$ cat config.mk
export PLATFORM = sky130hd
export DESIGN_NAME = i2c_rx_shifter
export DESIGN_NICKNAME = d
export VERILOG_FILES = /design/src/rtl/i2c_rx_pkg.sv /design/src/rtl/i2c_rx_sync.sv /design/src/rtl/i2c_rx_edge.sv /design/src/rtl/i2c_rx_core.sv /design/src/rtl/i2c_rx_shifter.sv
export SDC_FILE = /design/constraint.sdc
export NUM_CORES = 1
export LEC_CHECK = 0
export ABC_AREA = 1
export BUFFER_PORTS_ARGS = -buffer_cell sky130_fd_sc_hd__buf_2
export CORE_MARGIN = 5
export CORE_UTILIZATION = 25
export DETAILED_ROUTE_END_ITERATION = 10
export HOLD_SLACK_MARGIN = 0.06
export PLACE_DENSITY = 0.46
export SYNTH_ARGS = -nofsm -noshare
export SYNTH_HDL_FRONTEND = slang
export SYNTH_HIERARCHICAL = 1
export SYNTH_SLANG_ARGS = --single-unit
$ cat constraint.sdc
create_clock -name clk -period 2.1 [get_ports clk]
set_clock_uncertainty 0.15 [all_clocks]
set_input_delay 0.21 -clock clk [delete_from_list [all_inputs] [get_ports clk]]
set_output_delay 0.21 -clock clk [all_outputs]
set_load 0.02 [all_outputs]
$ cat src/rtl/i2c_rx_pkg.sv
package i2c_rx_pkg;
  localparam int unsigned DATA_W      = 8;
  localparam int unsigned CNT_W       = 4;
  localparam int unsigned RD_W        = 16;
  localparam int unsigned SYNC_STAGES = 2;

  typedef enum logic [1:0] {
    PH_DATA   = 2'd0,
    PH_WAIT   = 2'd1,
    PH_ACK_LO = 2'd2,
    PH_ACK_HI = 2'd3
  } rx_phase_t;
endpackage

$ cat src/rtl/i2c_rx_sync.sv
module i2c_rx_sync #(
  parameter int unsigned WIDTH  = 2,
  parameter int unsigned STAGES = 2,
  parameter logic [WIDTH-1:0] RST_VAL = '1
) (
  input  logic             clk,
  input  logic             rst_n,
  input  logic [WIDTH-1:0] d_in,
  output logic [WIDTH-1:0] q_out
);
  logic [STAGES-1:0][WIDTH-1:0] stage_q;

  genvar gi;
  generate
    for (gi = 0; gi < STAGES; gi++) begin : g_stage
      if (gi == 0) begin : g_first
        always_ff @(posedge clk or negedge rst_n) begin
          if (!rst_n) stage_q[gi] <= RST_VAL;
          else        stage_q[gi] <= d_in;
        end
      end else begin : g_next
        always_ff @(posedge clk or negedge rst_n) begin
          if (!rst_n) stage_q[gi] <= RST_VAL;
          else        stage_q[gi] <= stage_q[gi-1];
        end
      end
    end
  endgenerate

  assign q_out = stage_q[STAGES-1];
endmodule

$ cat src/rtl/i2c_rx_edge.sv
module i2c_rx_edge (
  input  logic clk,
  input  logic rst_n,
  input  logic line_s,
  output logic rise,
  output logic fall
);
  logic prev_q;

  always_ff @(posedge clk or negedge rst_n) begin
    if (!rst_n) prev_q <= 1'b1;
    else        prev_q <= line_s;
  end

  assign rise = line_s & ~prev_q;
  assign fall = ~line_s & prev_q;
endmodule

$ cat src/rtl/i2c_rx_core.sv
module i2c_rx_core
  import i2c_rx_pkg::*;
#(
  parameter int unsigned DW = DATA_W,
  parameter int unsigned CW = CNT_W
) (
  input  logic          clk,
  input  logic          rst_n,
  input  logic          scl_rise,
  input  logic          scl_fall,
  input  logic          sda_bit,
  input  logic          frame_active,
  input  logic          start_pulse,
  input  logic          ack_wr,
  input  logic          ack_nack,
  output logic [DW-1:0] shift_o,
  output logic [CW-1:0] cnt_o,
  output logic          hold_o,
  output logic          pull_o
);
  localparam logic [CW-1:0] LAST_IDX  = CW'(DW - 1);
  localparam logic [CW-1:0] DONE_CODE = '1;

  rx_phase_t     phase_q, phase_d;
  logic [DW-1:0] shift_q, shift_d;
  logic [CW-1:0] cnt_q,   cnt_d;
  logic          nack_q,  nack_d;
  logic          shift_en;

  assign shift_en = (phase_q == PH_DATA) && scl_rise && frame_active && !start_pulse;

  always_comb begin
    phase_d = phase_q;
    shift_d = shift_q;
    cnt_d   = cnt_q;
    nack_d  = nack_q;
    if (start_pulse) begin
      phase_d = PH_DATA;
      cnt_d   = '0;
      nack_d  = 1'b0;
    end else begin
      unique case (phase_q)
        PH_DATA: begin
          if (shift_en) begin
            shift_d = {shift_q[DW-2:0], sda_bit};
            if (cnt_q == LAST_IDX) begin
              cnt_d   = DONE_CODE;
              phase_d = PH_WAIT;
            end else begin
              cnt_d = cnt_q + 1'b1;
            end
          end
        end
        PH_WAIT: begin
          if (ack_wr) begin
            nack_d  = ack_nack;
            phase_d = PH_ACK_LO;
          end
        end
        PH_ACK_LO: begin
          if (scl_rise) phase_d = PH_ACK_HI;
        end
        PH_ACK_HI: begin
          if (scl_fall) begin
            phase_d = PH_DATA;
            cnt_d   = '0;
            nack_d  = 1'b0;
          end
        end
        default: phase_d = PH_DATA;
      endcase
    end
  end

  always_ff @(posedge clk or negedge rst_n) begin
    if (!rst_n) begin
      phase_q <= PH_DATA;
      shift_q <= '0;
      cnt_q   <= '0;
      nack_q  <= 1'b0;
    end else begin
      phase_q <= phase_d;
      shift_q <= shift_d;
      cnt_q   <= cnt_d;
      nack_q  <= nack_d;
    end
  end

  assign shift_o = shift_q;
  assign cnt_o   = cnt_q;
  assign hold_o  = (phase_q == PH_WAIT);
  assign pull_o  = ((phase_q == PH_ACK_LO) || (phase_q == PH_ACK_HI)) && !nack_q;
endmodule

$ cat src/rtl/i2c_rx_shifter.sv
module i2c_rx_shifter
  import i2c_rx_pkg::*;
(
  input  logic            clk,
  input  logic            rst_n,
  input  logic            scl_in,
  input  logic            sda_in,
  input  logic            frame_active,
  input  logic            start_pulse,
  input  logic            rd_en,
  output logic [RD_W-1:0] rd_data,
  input  logic            ack_wr,
  input  logic            ack_nack,
  output logic            hold_scl,
  output logic            ack_pull_sda
);
  logic [1:0]        line_s;
  logic              scl_rise, scl_fall;
  logic [DATA_W-1:0] shift_w;
  logic [CNT_W-1:0]  cnt_w;
  logic [RD_W-1:0]   rd_q, rd_d;

  i2c_rx_sync #(.WIDTH(2), .STAGES(SYNC_STAGES), .RST_VAL(2'b11)) u_sync (
    .clk   (clk),
    .rst_n (rst_n),
    .d_in  ({scl_in, sda_in}),
    .q_out (line_s)
  );

  i2c_rx_edge u_edge (
    .clk    (clk),
    .rst_n  (rst_n),
    .line_s (line_s[1]),
    .rise   (scl_rise),
    .fall   (scl_fall)
  );

  i2c_rx_core #(.DW(DATA_W), .CW(CNT_W)) u_core (
    .clk          (clk),
    .rst_n        (rst_n),
    .scl_rise     (scl_rise),
    .scl_fall     (scl_fall),
    .sda_bit      (line_s[0]),
    .frame_active (frame_active),
    .start_pulse  (start_pulse),
    .ack_wr       (ack_wr),
    .ack_nack     (ack_nack),
    .shift_o      (shift_w),
    .cnt_o        (cnt_w),
    .hold_o       (hold_scl),
    .pull_o       (ack_pull_sda)
  );

  always_comb begin
    rd_d = rd_q;
    if (rd_en) begin
      rd_d                      = '0;
      rd_d[DATA_W-1:0]          = shift_w;
      rd_d[DATA_W +: CNT_W]     = cnt_w;
    end
  end

  always_ff @(posedge clk or negedge rst_n) begin
    if (!rst_n) rd_q <= '0;
    else        rd_q <= rd_d;
  end

  assign rd_data = rd_q;
endmodule

==> flow_metrics.py <==
metrics = {
    "floorplan": {
        "die_w_um": 86.62,
        "core-area_um2": 5816,
        "fp.dieArea_um2": 7503,
        "initial_utilization": 0.2524,
        "die_y_um": 86.62,
        "io_pins": 27,
        "row_count": 28,
    },
    "clock_network": {
        "cts.sinks": 32,
        "cts_tree": "done",
        "cts_buffer_depth": 2,
        "post_cts_buffers": 0,
        "cts_root_buffer": "clkbuf_8",
        "cts-buffers-inserted": 5,
        "clkSlewWorstSetupHoldPaths_ns": 0.07,
        "cts_resized": 0,
        "htreeDepth": 2,
        "clk_latency_ns": 0.28,
    },
    "pwr": {
        "p_leak_nw": 0.9714,
        "cellPowerDensity_nw_per_um2": 1126,
        "ir_drop_mv": 0.3688,
    },
    "final_layout": {
        "nFillCells": 657,
        "diodes": 0,
        "final_common_cell": "nand2_1",
        "area_delta_synth_final_pct": 20.63,
        "nets": 214,
        "drive_gt1_frac": 0.2189,
        "mostFrequentLayoutCells": "nand2_1 (66), dfrtp_1 (27), buf_2 (22), nand3_1 (15)",
    },
    "detailed_routing": {
        "routed_wl_mm": 2.710,
        "detail-route-antenna-nets": 0,
        "drt-initial-drc-count": 49,
        "drc_errors": 0,
        "viasPerCell": 3.917,
        "first_pass_iters": 4,
        "wire_per_inst_um": 9.819,
        "vias": 1081,
    },
    "sta": {
        "max_slew_margin": 0.5120,
        "hold_violations": 0,
        "worstMarginPinSlew_ns": 0.7321,
        "fin_crit_sh": 0.7900,
        "setup_violations": 0,
        "setup_tns_ns": 0,
        "fin_crit_ns": 1.659,
        "rsz0062_at_grt": "false",
        "fmax_mhz": 602.8,
        "whs_ns": 0.1150,
        "drv_slew": 0,
    },
    "grt": {
        "antenna_found_initial": 0,
        "grt_pass1_vias": 978,
        "grt_pass1_wl_mm": 4.540,
        "grtUsageTotal": 0.07874,
        "grt_max_degree": 33,
        "grt_overflow": 0,
    },
    "worst_setup_path": {
        "reg2reg_depth": 6,
        "cp-start-kind": "register",
        "cp_max_fo": 4,
        "cp.required_ns": 1.74,
        "cp-end-kind": "output port",
        "worstSetupPathType": "reg2out",
        "r2r_end": "u_core/cnt_o[0]$_DFFE_PN0P_",
        "r2r_slack_ns": 0.51,
        "worstPathArrival_ns": 1.30,
        "r2r_start": "u_core/phase_q[0]$_DFFE_PN0P_",
    },
    "synth": {
        "syn-instance-count": 172,
        "syn-cell-area_um2": 1468,
        "synth.distinct_cells": 19,
        "ys_warn_count": 6,
        "yosysSeqAreaShare": 0.5499,
        "ys_seq_elements": 32,
        "syn_avg_cell_area_um2": 8.533,
    },
    "outcome": {
        "status": "finished, final reports clean",
    },
    "run": {
        "max_cap_violations": 0,
    },
    "hold_path": {
        "hold_path.class": "in2reg",
        "holdPathStages": 3,
        "hold_start": "rd_en",
        "min_delay_worst_endpoint": "rd_data[7]$_DFFE_PN0P_",
    },
    "placement": {
        "gp_congestion": 0.6974,
        "port_buffers": 22,
        "dp_hpwl_mm": 1.986,
    },
}
area by class of cell:
cell class / instances / area [µm²] / area share
inverters: 16 / 61.31 / 0.03463
repair buffers: 26 / 150.1 / 0.08481
multi-input cells: 119 / 546.8 / 0.3088
clock buffers: 5 / 68.82 / 0.03887
flip-flops and latches: 32 / 807.0 / 0.4558
clock inverters: 3 / 42.54 / 0.02403
well taps: 75 / 93.84 / 0.05300
cell usage after synthesis (all sizes together):
cell type	instances	area [µm²]
a21oi	1	5.000
buf	8	63.81
clkinv	1	5.000
conb	1	3.750
dfrtp	27	675.7
dfstp	5	131.4
ha	5	62.56
inv	15	56.31
nand2	70	272.8
nand3	15	75.07
nand4	2	12.51
nor2	14	60.06
o21ai	8	43.79
worst max-delay path: stages, from the launching register on:
cell     delay [ns]
dfrtp_1        0.41
ha_1           0.27
nor2_1         0.14
nor2_1         0.05
buf_2          0.15
sequential cells by signal (all words and copies together) (netlist names):
signal and count:
u_edge/prev_q 1, u_core/nack_q 1, u_core/cnt_o 4, u_sync/stage_q 2, rd_data 12, u_core/phase_q 2, u_core/shift_o 8, u_sync/q_out 2
kinds of logic (layout without fill, tap and decap cells):
logic type               count (synthesis)  count (layout)  share of synthesized area
other                                    1               4                   0.002555
adder cells (fa/ha/maj)                  5               5                    0.04263
AO/OA/AOI/OAI                            9               9                    0.03324
buffers and inverters                   24              50                    0.08525
AND/OR/NAND/NOR                        101             101                     0.2864
flip-flops                              32              32                     0.5499
per-layer routing:
metal	track usage	wire, µm	up-vias	share of wire
met5	0	0	-	0
met4	0.02975	14	0	0.0052
met3	0.03897	146	2	0.054
met2	0.1071	1117	24	0.41
met1	0.1065	1432	475	0.53
li1	-	-	580	-
per-stage QoR:
| step | std cells | power (mW) | setup WS, ns | area [µm²] | util |
|---|---|---|---|---|---|
| CTS | 276 | 2.034 | 0.4078 | 1770 | 0.3044 |
| finish | 276 | 1.994 | 0.4410 | 1770 | 0.3044 |
| global route | 276 | 2.141 | 0.3240 | 1770 | 0.3044 |
| detailed placement | 264 | 1.428 | 0.5067 | 1619 | 0.2784 |
| floorplan | 175 | 1.264 | 0.5932 | 1479 | - |
| global placement | 264 | 1.428 | 0.5264 | 1619 | 0.2784 |
where the power goes:
group / switching (mW) / internal [mW] / leakage, nW
sequential: 0.105 / 0.776 / 0.411
combinational: 0.346 / 0.187 / 0.506
clock: 0.228 / 0.351 / 0.0541
total: 0.679 / 1.31 / 0.971
how the worst max path moves through the flow:
| stage | start | endpoint | slack (ns) |
|---|---|---|---|
| 3_5_place_dp | u_core/phase_q[0]$_DFFE_PN0P_ | u_core/cnt_o[0]$_DFFE_PN0P_ | 0.51 |
| 2_1_floorplan | u_sync/q_out[1]$_DFF_PN1_ | u_core/shift_o[4]$_DFFE_PN0P_ | 0.59 |
| 4_1_cts | u_core/phase_q[0]$_DFFE_PN0P_ | ack_pull_sda | 0.41 |
| 5_1_grt | u_core/phase_q[0]$_DFFE_PN0P_ | u_core/cnt_o[0]$_DFFE_PN0P_ | 0.32 |
| 6_report | u_core/phase_q[0]$_DFFE_PN0P_ | ack_pull_sda | 0.44 |
| 3_3_place_gp | u_core/phase_q[0]$_DFFE_PN0P_ | u_core/cnt_o[1]$_DFFE_PN0P_ | 0.53 |
what timing repair did:
action	in CTS	in global routing
hold endpoints to repair	30	0
hold buffers	4	0
endpoints found under the setup margin	0	0
(Power assumes the default switching activity.)
